File: config.mk
export PLATFORM = sky130hd
export DESIGN_NAME = tbl_entry_walker
export DESIGN_NICKNAME = d
export VERILOG_FILES = /design/src/rtl/tbl_entry_walker.sv
export SDC_FILE = /design/constraint.sdc
export NUM_CORES = 1
export LEC_CHECK = 0
export ABC_AREA = 1
export ABC_CLOCK_PERIOD_IN_PS = 4700
export BUFFER_PORTS_ARGS = -buffer_cell sky130_fd_sc_hd__buf_2
export CELL_PAD_IN_SITES_DETAIL_PLACEMENT = 0
export CELL_PAD_IN_SITES_GLOBAL_PLACEMENT = 1
export CORE_UTILIZATION = 27
export DETAILED_ROUTE_END_ITERATION = 6
export PLACE_DENSITY_LB_ADDON = 0.25
export SETUP_SLACK_MARGIN = 0.1
export SLEW_MARGIN = 20
export SYNTH_ARGS = -nofsm -noshare
export SYNTH_HDL_FRONTEND = slang
export SYNTH_SLANG_ARGS = --single-unit
File: constraint.sdc
create_clock -name clk -period 4.7 [get_ports clk]
set_input_delay 0.94 -clock clk [delete_from_list [all_inputs] [get_ports clk]]
set_output_delay 0.94 -clock clk [all_outputs]
set_load 0.03 [all_outputs]
File: src/rtl/tbl_entry_walker.sv
module tbl_entry_walker #(
  parameter int AW   = 64,
  parameter int ID_W = 32,
  parameter int LW   = 5
) (
  input  logic            clk,
  input  logic            rst_n,
  input  logic            start,
  input  logic [ID_W-1:0] id,
  input  logic [AW-1:0]   cfg_base,
  input  logic [LW-1:0]   cfg_page_log2,
  input  logic [LW-1:0]   cfg_ent_log2,
  input  logic            cfg_indirect,
  output logic            busy,
  output logic            done,
  output logic            mem_req,
  output logic [AW-1:0]   mem_addr,
  input  logic            mem_rsp_valid,
  input  logic [63:0]     mem_rsp_data,
  input  logic            mem_rsp_err,
  output logic [63:0]     ent_data,
  output logic            ent_valid,
  output logic            ent_err
);
  localparam int DESC_VLD = 63;
  localparam int PTR_W    = 51;

  typedef enum logic [1:0] {S_IDLE, S_L1, S_L2, S_DONE} st_t;

  st_t             st;
  logic [ID_W-1:0] id_q;
  logic [LW-1:0]   slots_log2_q;
  logic [AW-1:0]   rd_addr;

  logic [LW-1:0] l1_shift;
  logic [AW-1:0] l1_addr, flat_addr, slot_mask, l2_addr;

  assign l1_shift  = cfg_page_log2 - LW'(3);
  assign l1_addr   = cfg_base + ((AW'(id) >> l1_shift) << 3);
  assign flat_addr = cfg_base + (AW'(id) << 3);
  assign slot_mask = (AW'(1) << slots_log2_q) - AW'(1);
  assign l2_addr   = AW'(mem_rsp_data[PTR_W-1:0]) + ((AW'(id_q) & slot_mask) << 3);

  assign busy     = (st != S_IDLE);
  assign done     = (st == S_DONE);
  assign mem_req  = (st == S_L1) || (st == S_L2);
  assign mem_addr = rd_addr;

  always_ff @(posedge clk) begin
    if (!rst_n) begin
      st           <= S_IDLE;
      id_q         <= '0;
      slots_log2_q <= '0;
      rd_addr      <= '0;
      ent_data     <= '0;
      ent_valid    <= 1'b0;
      ent_err      <= 1'b0;
    end else begin
      case (st)
        S_IDLE: if (start) begin
          id_q         <= id;
          slots_log2_q <= cfg_page_log2 - cfg_ent_log2;
          ent_data     <= '0;
          ent_valid    <= 1'b0;
          ent_err      <= 1'b0;
          rd_addr      <= cfg_indirect ? l1_addr : flat_addr;
          st           <= cfg_indirect ? S_L1 : S_L2;
        end
        S_L1: if (mem_rsp_valid) begin
          if (mem_rsp_err) begin
            ent_err <= 1'b1;
            st      <= S_DONE;
          end else if (!mem_rsp_data[DESC_VLD]) begin
            st      <= S_DONE;
          end else begin
            rd_addr <= l2_addr;
            st      <= S_L2;
          end
        end
        S_L2: if (mem_rsp_valid) begin
          if (mem_rsp_err) begin
            ent_err <= 1'b1;
          end else begin
            ent_data  <= mem_rsp_data;
            ent_valid <= mem_rsp_data[0];
          end
          st <= S_DONE;
        end
        default: st <= S_IDLE;
      endcase
    end
  end
endmodule

Word level (Yosys, flattened, before mapping). Index checks and enable logic that the tools add are counted.

Flip-flop bits (word level): 169. Bits of input ports: 176. Output and inout port bits: 133. Word-level logic and storage cells: 63.

Add/subtract/negate cells: 6. Equal/unequal tests: 11. Shifts and indexed selects: 2. Mux-type cells: 24. Bitwise operators: 1. Reductions and logical operators: 12.

Operator list (number): 2-to-1 mux 64 bit (8); one-hot mux 64 bit (2 select lines) (2); adder 51 x 64 -> 64 bit (1); adder 64 x 35 -> 64 bit (1); adder 64 bit (1); AND 32 x 61 -> 61 bit (1); left shift 1 x 5 -> 61 bit (first input constant) (1); >> shifter 32 x 5 -> 61 bit (1); subtractor 61 x 2 -> 61 bit (second input constant) (1); != test 2 bit (second input constant) (6); 2-to-1 mux 2 bit (4); AND reduction 4 bit (2); nonzero test 2 bit (4); 2-to-1 mux 1 bit (7); one-hot mux 2 bit (3 select lines) (1); AND reduction 5 bit (1); subtractor 5 x 2 -> 5 bit (second input constant) (1); subtractor 5 bit (1); equality test 2 bit (second input constant) (2); != test 2 x 1 -> 1 bit (second input constant) (2); one-hot mux 1 bit (2 select lines) (2); AND reduction 3 bit (1); equality test 2 x 1 -> 1 bit (second input constant) (1); logical NOT 2 bit (1); other kinds (3) (3).

Depth between registers and ports, before layout.
Depth after elaboration: 8. Gate-level depth with buffers: 33. Mapped depth without buffers: 31.

Worst setup path before layout. Ideal clock, no wire load.

Path type: input to register. Start point: in cfg_page_log2[0]. End point: reg rd_addr[43] (netlist: mem_addr[43]). Library setup time: 0.109 ns. Arrival: 3.823 ns. Required time: 4.591 ns. Setup slack: 0.768 ns. Cell stages on the path: 24. Buffers on the path: 2. Path through: ha_1 > buf_2 > inv_2 > buf_2 > mux2i_1 > o21ai_0 > nand2_1 > o21ai_1 > o22ai_1 > nor2_1 > ha_1 > fa_1 > nand3_1 > nand3_1 > nand2_1 > nand2_1 > nand3_1 > nand3_1 > nand2_1 > nand3b_1 > nand3_1 > nand3_1 > nand2_1 > inv_1.

Longest elaborated chain between the ends: 6.

Ends and longest elaborated chain: start, declared (RTL line 11) `input logic [LW-1:0] cfg_page_log2,`; subtractor 5 x 2 -> 5 bit (RTL line 38) `assign l1_shift = cfg_page_log2 - LW'(3);`; >> shifter 32 x 5 -> 61 bit (RTL line 39) `assign l1_addr = cfg_base + ((AW'(id) >> l1_shift) << 3);`; adder 64 bit (RTL line 39); 2-to-1 mux 64 bit (RTL line 66) `rd_addr <= cfg_indirect ? l1_addr : flat_addr;`; 2-to-1 mux 64 bit (RTL line 60) `S_IDLE: if (start) begin`; one-hot mux 64 bit (2 select lines) (RTL line 59) `case (st)`; end signal, assigned (RTL line 66); end signal, assigned (RTL line 76) `rd_addr <= l2_addr;`; end, declared (RTL line 33) `logic [AW-1:0] rd_addr;`.

Every way passes these cells. The select of a mux whose other input is x is not followed. A chain may end at the register's enable or synchronous reset.

Final worst setup path.
Start point: reg slots_log2_q[0]. End point: reg rd_addr[22] (netlist: mem_addr[22]).

Longest elaborated chain between the ends: 8.

Ends and longest elaborated chain: start, declared (RTL line 32) `logic [LW-1:0] slots_log2_q;`; start signal, assigned (RTL line 62) `slots_log2_q <= cfg_page_log2 - cfg_ent_log2;`; left shift 1 x 5 -> 61 bit (RTL line 41) `assign slot_mask = (AW'(1) << slots_log2_q) - AW'(1);`; subtractor 61 x 2 -> 61 bit (RTL line 41); AND 32 x 61 -> 61 bit (RTL line 42) `assign l2_addr = AW'(mem_rsp_data[PTR_W-1:0]) + ((AW'(id_q) & slot_mask) << 3);`; adder 51 x 64 -> 64 bit (RTL line 42); 2-to-1 mux 64 bit (RTL line 73) `end else if (!mem_rsp_data[DESC_VLD]) begin`; 2-to-1 mux 64 bit (RTL line 70) `if (mem_rsp_err) begin`; 2-to-1 mux 64 bit (RTL line 69) `S_L1: if (mem_rsp_valid) begin`; one-hot mux 64 bit (2 select lines) (RTL line 59).

Every way passes these cells. The select of a mux whose other input is x is not followed.

==> qor.csv <==
metric;value;unit
grt_busiest_layer;met2;
grt_start_max_net_pins;69;
drc;0;
hold_violations;0;
ys.flop_type;dfxtp_1;
netlist_area;16620;um2
core;60580;um2
die_w;250.1;um
vias;19970;
fmax;236.7;MHz
tritoncts;done;
rsz0062_at_grt;no;
instances_no_fill;4178;
r2r_setup_slack;0.48;ns
cts_buffers;17;
min_path_cells;2;
fin_crit_sh;0.8988;
syn_to_final_growth;21.94;%
crit_arrival;4.63;ns
chipHeight;250.1;um
ys_warn_count;0;
worstReg2RegStart;slots_log2_q[0];
hp-class;flip-flop to flip-flop;
initial_core_util;0.2743;
crit_type;flip-flop to flip-flop;
async_reset_ff_frac;0;
min_period;4.224;ns
finalMaxSlewViolations;0;
status;complete, no violations;
grt_util_met1;0.3269;
synth_area_per_cell;5.478;um2
ctsHoldBuffers;0;
slowest_stage;dfxtp_1;
cts_htree_levels;4;
io_pins;309;
vias_per_cell;4.780;
cts_setup_buffers;0;
grt_overflow;0;
synth_edf_count;0;
clk_latency;0.50;ns
first_global_vias;19200;
fin_skew;0.01427;ns
gp_congestion;0.9525;
place_hpwl;64520;um
syn_nets;3286;
p_per_area;471.0;nW/um2
required;5.10;ns
grt_use_met2;0.4113;
num_rows;90;
synth.yosys.seq_area_share;0.2012;
grt_pass1_wl;115900;um
clkSlewWorstSetupHoldPaths;0.08;ns
max_stage_delay;0.46;ns
gr-usage-met3;0.03367;
nets;3636;
antenna_found_initial;1;
grt_usage;0.2472;
clock-sinks;167;
syn_inst;3033;
cap_violations;0;
root_buffer;clkbuf_16;
whs_endpoint;ent_data[7];
slew_headroom;0.3861;
cp_common_cell;nand2_1;
worst_ir_drop_vdd;0.0003513;V
worstMarginPinSlew;0.9208;ns
worst_slack;0.4757;ns
pre_cts_ws;0.02249;ns
cts_buffer_depth;2;
antenna_left;0;
hold_ws;0.4604;ns
rr_worst_depth;24;
setup_viol;0;
crit_chain;nor2_2 > nand3_2 > inv_1 > nand2_1 > ha_1 > nand3_2 > nor3_4 > nand2_1 > nor2_1 > xor2_1 > nor2_1 > ha_1 > nand2_1 > inv_1 > nand2_1 > nand2_1 > nand2_1 > nand2_1 > nand3b_1 > or2_2 > nand3_1 > nand3_1 > nand2_1 > inv_1;
wl_per_cell;18.55;um
drive_gt1_frac;0.1525;
port_buffers;308;
finalWirelength;77490;um
critPathMaxFanout;7;
ys_types;57;
cp-start-kind;flip-flop;
die_area;62540;um2
cp-end-kind;flip-flop;
placedCellCount;4146;
num_antenna_cells;0;
min_from;ent_data[7];
r2r_end;mem_addr[22];
p_leak;0.01091;uW
ys_seq_elements;167;
drtPass1Iterations;5;
dr.first_iter.drc_count;1500;
[critical path: cells and delay by family, from the launching register on]
kind	cells	cell delay [ns]
and+or+nand+nor	18	2.87
adders and majority gates	2	0.54
DFF	1	0.46
buffers and inverters	3	0.16
xor gates and xnor gates	1	0.08
[how the worst max path moves through the flow]
stage                     startpoint           end  cells past startpoint
finish               slots_log2_q[0]  mem_addr[22]                     24
global route         slots_log2_q[0]  mem_addr[50]                     28
CTS                  slots_log2_q[0]  mem_addr[26]                     24
detailed placement  cfg_page_log2[0]  mem_addr[20]                     23
global placement    cfg_page_log2[0]  mem_addr[20]                     22
floorplan           cfg_page_log2[0]  mem_addr[43]                     24
[synthesized netlist by cell type, types with 14 or more instances]
cell type | instances | area (um2)
nor3_1 | 25 | 125.1
nor2_1 | 320 | 1201
dfxtp_1 | 167 | 3343
a21oi_1 | 207 | 1036
nand4_1 | 49 | 306.5
ha_1 | 74 | 925.9
inv_1 | 463 | 1738
o21ai_0 | 178 | 890.9
nand3b_1 | 25 | 187.7
o22ai_1 | 16 | 100.1
nand2_1 | 958 | 3596
buf_2 | 29 | 145.1
xor2_1 | 17 | 148.9
clkbuf_1 | 58 | 217.7
nand3_1 | 298 | 1491
inv_2 | 14 | 52.55
[routing by layer]
metal,wire length (um),up-vias
li1,-,10360
met5,0,-
met1,35850,8977
met2,35490,541
met4,2182,0
met3,3968,89
[final cells by class]
cell class / instances / area (um2)
inverters: 480 / 1812
clock buffers: 18 / 429.2
clock inverters: 14 / 165.2
flip-flops and latches: 167 / 3343
multi-input cells: 2279 / 10950
fillers: 6997 / 40320
repair buffers: 438 / 2580
well taps: 782 / 978.4
[repair_timing]
item	CTS	global route
endpoints found under the hold margin	0	0
setup endpoints to repair	0	3
resized for setup	0	1
[through the flow]
step                      TNS (ns)  total power [uW]  utilization  cell area (um2)
after global placement     -0.1070              8088       0.3246            19660
after detailed placement         0              8069       0.3246            19660
after global routing             0             10300       0.3344            20260
after CTS                        0              9607       0.3344            20260
after floorplan                  0              5972            -            16620
final                            0              9544       0.3344            20260
[power breakdown]
| group | total [uW] | switching, uW | leakage, uW | internal, uW |
|---|---|---|---|---|
| registers | 2060 | 260 | 0.00137 | 1800 |
| logic | 5980 | 4240 | 0.00926 | 1740 |
| clock network | 1500 | 703 | 0.000281 | 794 |
[cell usage in the layout (no fill, tap or decap), types with 3 or more instances in the layout]
cell type,n
a221oi_1,4
nand3_1,298
a31oi_1,6
o22ai_1,16
nand4_1,49
o211ai_1,13
xnor2_1,4
o21ai_1,6
a211oi_1,3
or2_2,6
buf_2,308
nor2_2,7
and3_1,4
inv_2,13
clkbuf_16,17
buf_12,5
inv_6,6
nand2_2,4
nor3_1,25
fa_1,3
mux2i_1,11
nor2_1,319
nand3b_1,25
buf_4,125
nand2_1,957
o21ai_0,178
inv_1,463
nor4_1,8
a21oi_1,207
and2_1,5
o21bai_1,5
xor2_1,16
ha_1,72
xor2_2,3
dfxtp_1,167
clkinvlp_4,3
[cells by family (layout without fill, tap and decap cells)]
| group | Yosys count | after routing | synth area share |
|---|---|---|---|
| other | 1 | 1 | 0.0002257 |
| XOR/XNOR | 23 | 23 | 0.01303 |
| multiplexers | 11 | 11 | 0.006627 |
| buffers and inverters | 587 | 950 | 0.1407 |
| flip-flops | 167 | 167 | 0.2012 |
| AO/OA/AOI/OAI | 447 | 447 | 0.1422 |
| adder cells (fa/ha/maj) | 77 | 77 | 0.05934 |
| AND/OR/NAND/NOR | 1720 | 1720 | 0.4367 |
[flip-flops by register name (all words and copies together) (netlist names)]
| signal | cells |
|---|---|
| ent_data | 64 |
| mem_addr | 64 |
| id_q | 31 |
| slots_log2_q | 5 |
| st | 2 |
| ent_err | 1 |
Note: power is estimated with default switching activity, not from simulation.
